--- config.mk ---
export PLATFORM = sky130hd
export DESIGN_NAME = isa_mem_window
export DESIGN_NICKNAME = d
export VERILOG_FILES = /design/src/rtl/isa_mem_window.sv
export SDC_FILE = /design/constraint.sdc
export NUM_CORES = 1
export LEC_CHECK = 0
export BUFFER_PORTS_ARGS = -buffer_cell sky130_fd_sc_hd__buf_2
export CAP_MARGIN = 25
export CORE_MARGIN = 2
export CORE_UTILIZATION = 30
export CTS_CLUSTER_SIZE = 30
export DETAILED_ROUTE_END_ITERATION = 10
export PLACE_DENSITY = 0.6
export SLEW_MARGIN = 20
export SYNTH_ARGS = -nofsm -noshare
export SYNTH_HDL_FRONTEND = slang
export SYNTH_SLANG_ARGS = --single-unit
--- constraint.sdc ---
create_clock -name clk -period 3.25 [get_ports clk]
set_input_delay 0.4875 -clock clk [delete_from_list [all_inputs] [get_ports clk]]
set_output_delay 0.4875 -clock clk [all_outputs]
set_load 0.05 [all_outputs]
--- src/rtl/isa_mem_window.sv ---
module isa_mem_window #(
  parameter int ADDR_W  = 24,
  parameter int SA_W    = 20,
  parameter int WIN_W   = 12,
  parameter int REG_W   = 16,
  parameter int EN_BIT  = 10,
  parameter int SEL_BIT = 9
) (
  input  logic                      clk,
  input  logic                      rst_n,
  input  logic                      cfg_we,
  input  logic                      cfg_sel,
  input  logic [REG_W-1:0]          cfg_wdata,
  input  logic                      bale,
  input  logic [ADDR_W-SA_W-1:0]    la,
  input  logic [SA_W-1:0]           sa,
  input  logic                      memr_n,
  input  logic                      memw_n,
  input  logic                      smemr_n,
  input  logic                      smemw_n,
  output logic                      win_hit,
  output logic [WIN_W-1:0]          win_off
);

  localparam int LA_W   = ADDR_W - SA_W;
  localparam int BASE_W = ADDR_W - WIN_W;
  localparam int PAGE_W = SA_W - WIN_W;

  logic [BASE_W-1:0] base_q;
  logic [LA_W-1:0]   la_q;
  logic              mem_en, use_sa;
  logic              unused_wdata;

  assign unused_wdata = ^cfg_wdata;

  always_ff @(posedge clk) begin
    if (!rst_n) begin
      base_q <= '0;
      la_q   <= '0;
      mem_en <= 1'b0;
      use_sa <= 1'b0;
    end else begin
      if (cfg_we && !cfg_sel) base_q <= cfg_wdata[BASE_W-1:0];
      if (cfg_we && cfg_sel) begin
        mem_en <= cfg_wdata[EN_BIT];
        use_sa <= cfg_wdata[SEL_BIT];
      end
      if (bale) la_q <= la;
    end
  end

  logic full_strobe, low_strobe, hit_full, hit_low;

  assign full_strobe = !memr_n || !memw_n;
  assign low_strobe  = !smemr_n || !smemw_n;

  assign hit_full = mem_en && !use_sa && full_strobe &&
                    ({la_q, sa[SA_W-1:WIN_W]} == base_q);
  assign hit_low  = mem_en && use_sa && low_strobe &&
                    (base_q[BASE_W-1:PAGE_W] == '0) &&
                    (sa[SA_W-1:WIN_W] == base_q[PAGE_W-1:0]);

  assign win_hit = hit_full || hit_low;
  assign win_off = sa[WIN_W-1:0];

  AST_IDLE_NO_HIT: assert property (@(posedge clk) disable iff (!rst_n)
    (memr_n && memw_n && smemr_n && smemw_n) |-> !win_hit);
  AST_DISABLE_BLOCKS: assert property (@(posedge clk) disable iff (!rst_n)
    (cfg_we && cfg_sel && !cfg_wdata[EN_BIT]) |=> !win_hit);
  AST_LA_HOLD: assert property (@(posedge clk) disable iff (!rst_n)
    !bale |=> $stable(la_q));
  AST_LA_CAPTURE: assert property (@(posedge clk) disable iff (!rst_n)
    bale |=> (la_q == $past(la)));
  AST_LOW_MB_UPPER: assert property (@(posedge clk) disable iff (!rst_n)
    (use_sa && base_q[BASE_W-1:PAGE_W] != '0) |-> !win_hit);
  AST_LOW_STROBES: assert property (@(posedge clk) disable iff (!rst_n)
    (use_sa && smemr_n && smemw_n) |-> !win_hit);

endmodule

Yosys cells after proc, flatten, opt, wreduce, memory -nomap -nowiden:

Index checks and enable logic that the tools add are counted.

* register bits: 18
* word-level logic and storage cells: 25
* input bits: 49

* reduce and logical (&&, ||, !) cells: 19
* equality and inequality tests: 2

Operators with widths (count)
* $eq 12x12->1: 1
* $logic_and 1x1->1: 9
* $eq 8x8->1: 1
* $logic_not 1->1: 6
* $logic_not 4->1: 1
* $logic_or 1x1->1: 3

Depth between registers and ports, before layout:

* depth in word-level cells: 6
* depth in mapped cells: 4

Least setup slack after synthesis:

OpenSTA, ideal clock, no wires.

* path type: input -> output
* start point: input memr_n
* end point: output win_hit
* path slack: 1.057 ns
* arrival: 1.705 ns
* path buffers: 0
* stages: 3
* cells stage by stage: a2111oi_2 nand4_1 a211oi_2

* longest elaborated chain between the ends: 5

Ends and longest elaborated chain
* start: declaration: line 17 `input logic memr_n,`
* $logic_not 1->1: line 54 `assign full_strobe = !memr_n || !memw_n;`
* $logic_or 1x1->1: line 54
* $logic_and 1x1->1 (2 in series): line 57 `assign hit_full = mem_en && !use_sa && full_strobe &&`
* $logic_or 1x1->1: line 63 `assign win_hit = hit_full || hit_low;`
* end: declaration: line 21 `output logic win_hit,`

Every way passes these cells.

Worst setup path in the final report:

* start point: register base_q[9]
* end point: output win_hit

* longest elaborated chain between the ends: 4
* elaborated cells on any way between the ends: 6
* those cells by class: 1 x eq/ne; 5 x reduce/logical

Ends and longest elaborated chain
* start: declaration: line 29 `logic [BASE_W-1:0] base_q;`
* start signal: assignment: line 43 `if (cfg_we && !cfg_sel) base_q <= cfg_wdata[BASE_W-1:0];`
* parallel branches: the longest is 3 deep, another holds $eq 12x12->1
* $logic_or 1x1->1 *: line 63

Every way passes the cells marked *.

==> impl_metrics.json <==
{
  "cp.arrival_ns": 1.83,
  "p_per_area_nw_per_um2": 387,
  "clk_latency_ns": 0.29,
  "wire_per_inst_um": 11.0,
  "period_share": 0.714,
  "cts_setup_buffers": 0,
  "synth.largest_area_cell": "dfxtp_1",
  "cts_root_buffer": "clkbuf_4",
  "htreeDepth": 1,
  "maxCapViolCount": 0,
  "critPathKind": "reg2out",
  "placed_cell_area_um2": 1030,
  "hpwl_um": 1410,
  "overflow": 0,
  "grt_pass1_vias": 715,
  "cp_slowest_cell": "dfxtp_1",
  "place_ws_ns": 1.12,
  "grt_max_degree": 19,
  "num-fill-cells": 330,
  "fin_worst_skew_ns": 0,
  "crit_family": "compound AO/OA/AOI/OAI gates",
  "rsz0062_at_grt": "no",
  "yosys.area.top_type_share": 0.386,
  "clockBufferDepth": 2,
  "synth_top_flop_cell": "dfxtp_1",
  "mappedNetlistArea_um2": 935,
  "status": "finished clean",
  "synth_seq_cells": 18,
  "tightest_slew_ns": 0.791,
  "finalHoldViolations": 0,
  "setup_violations": 0,
  "grt_usage": 0.110,
  "cpPeakStageDelay_ns": 0.34,
  "io_buffer_count": 33,
  "finalInstanceArea_um2": 1060,
  "fin_cells": 161,
  "antenna_found_initial": 0,
  "p_leak_nw": 0.423,
  "cp-startpoint": "base_q[9]",
  "hold_buffers": 0,
  "max_freq_mhz": 431,
  "die_w_um": 59.8,
  "cp_max_fo": 3,
  "cp.buffers_inverters": 1,
  "synth_edf_count": 0,
  "synthTopCellsByCount": "nand2_1 (28), dfxtp_1 (18), buf_4 (12)",
  "utilization": 0.352,
  "yosysUniqueCellTypes": 19,
  "hp-start": "cfg_wdata[0]",
  "wl_um": 1760,
  "syn_area_per_cell_um2": 8.65,
  "grt_pass1_wl_um": 3010,
  "cts_tree": "yes",
  "r2r-start": "base_q[8]",
  "fin_nets": 179,
  "yosysWarnings": 0,
  "diodes": 0,
  "crit_chain": "xor2_1 -> a2111oi_2 -> nand4_1 -> a211oi_2 -> buf_2",
  "cts_resized": 0,
  "worstSetupStartpointType": "register",
  "viasPerCell": 4.58,
  "slew_headroom": 0.472,
  "finalPower_mw": 0.410,
  "yosysSeqAreaShare": 0.386,
  "timing.final.ws_setup_ns": 0.930,
  "drive_gt1_frac": 0.297,
  "dp.cells": 158,
  "async_flop_share": 0,
  "core_area_um2": 3000,
  "syn2layout_area_growth_pct": 13.1,
  "report.final.slew_viol_count": 0,
  "cts.sinks": 18,
  "fin_tns_setup_ns": 0,
  "row_count": 20,
  "endpoint_kind": "output pin",
  "holdCritPathClass": "in2reg",
  "drt.antenna.violating_nets": 0,
  "vdd_ir_drop_max_uv": 249,
  "synthTopCellsByArea": "dfxtp_1 (39%), nand2_1 (11%), xnor2_1 (10%)",
  "min_period_ns": 2.32,
  "clkSlewWorstSetupHoldPaths_ns": 0.10,
  "numCtsBuffers": 3,
  "synth_fp_nets": 157,
  "fp.dieArea_um2": 3580,
  "initial_core_util": 0.311,
  "drt-pass1-iter-count": 2,
  "gp_congestion": 0.707,
  "vias": 737,
  "holdWs_ns": 0.421,
  "io_pins": 62,
  "worstPathRequired_ns": 2.76,
  "synth.most_common_cell": "nand2_1",
  "drc_errors": 0,
  "drtIter0Drc": 2,
  "synthCells": 108,
  "die_h_um": 59.8
}
-- routing by layer --
layer,global-route usage,wire length (um),vias up
li1,-,-,383
met1,0.118,758,316
met2,0.193,801,34
met3,0.0606,191,4
met4,0.0159,12,0
met5,0,0,-
-- worst paths after layout --
path / end / slack [ns] / cells after the start
worst max-delay path: win_hit / 0.93 / 5
worst min-delay path: base_q[0] / 0.42 / 3
worst max register to register: base_q[8] / 2.56 / 2
worst min register to register: base_q[2] / 0.48 / 2
-- sequential cells by signal (all words and copies together) (netlist names) --
signal and count:
la_q 4, use_sa 1, mem_en 1, base_q 12
-- power by group --
| part | total, mW | switching [mW] | internal [mW] |
|---|---|---|---|
| clock | 0.108 | 0.0654 | 0.0431 |
| combinational | 0.0619 | 0.0270 | 0.0349 |
| sequential | 0.239 | 0.00780 | 0.231 |
| total | 0.410 | 0.100 | 0.309 |
-- tightest hold or removal path: cells and delay by family --
family	cells	cell delay, ns
buffers and inverters	1	0.09
AND/OR/NAND/NOR	1	0.04
AO/OA/AOI/OAI	1	0.04
-- logic make-up (layout without fill, tap and decap cells) --
family                 count (synthesis)  after routing  share of synthesized area
multiplexers                           4              4                     0.0428
XOR/XNOR                              12             12                      0.112
AND/OR/NAND/NOR                       41             41                      0.199
AO/OA/AOI/OAI                         16             16                      0.142
flip-flops                            18             18                      0.386
buffers and inverters                 17             37                      0.118
-- placed cells by master, fill, tap and decap left out --
cell / instances
a2111oi_2: 1
a211oi_2: 1
clkinv_1: 1
buf_2: 33
xor2_1: 1
xnor2_1: 11
a21boi_1: 6
dfxtp_1: 18
nand4b_1: 1
mux2i_1: 4
nor2b_1: 5
nand2b_1: 1
clkbuf_4: 3
nor4_1: 1
nand4_1: 3
a21boi_0: 8
nand3_1: 2
nand2_1: 28
-- final cells by class --
| type | count | area, um2 | share of cell area |
|---|---|---|---|
| clock buffers | 3 | 22.5 | 0.0213 |
| inverters | 1 | 3.75 | 0.00355 |
| multi-input cells | 73 | 464 | 0.439 |
| flip-flops and latches | 18 | 360 | 0.341 |
| well taps | 33 | 41.3 | 0.0391 |
| repair buffers | 33 | 165 | 0.156 |
(Power assumes the default switching activity.)
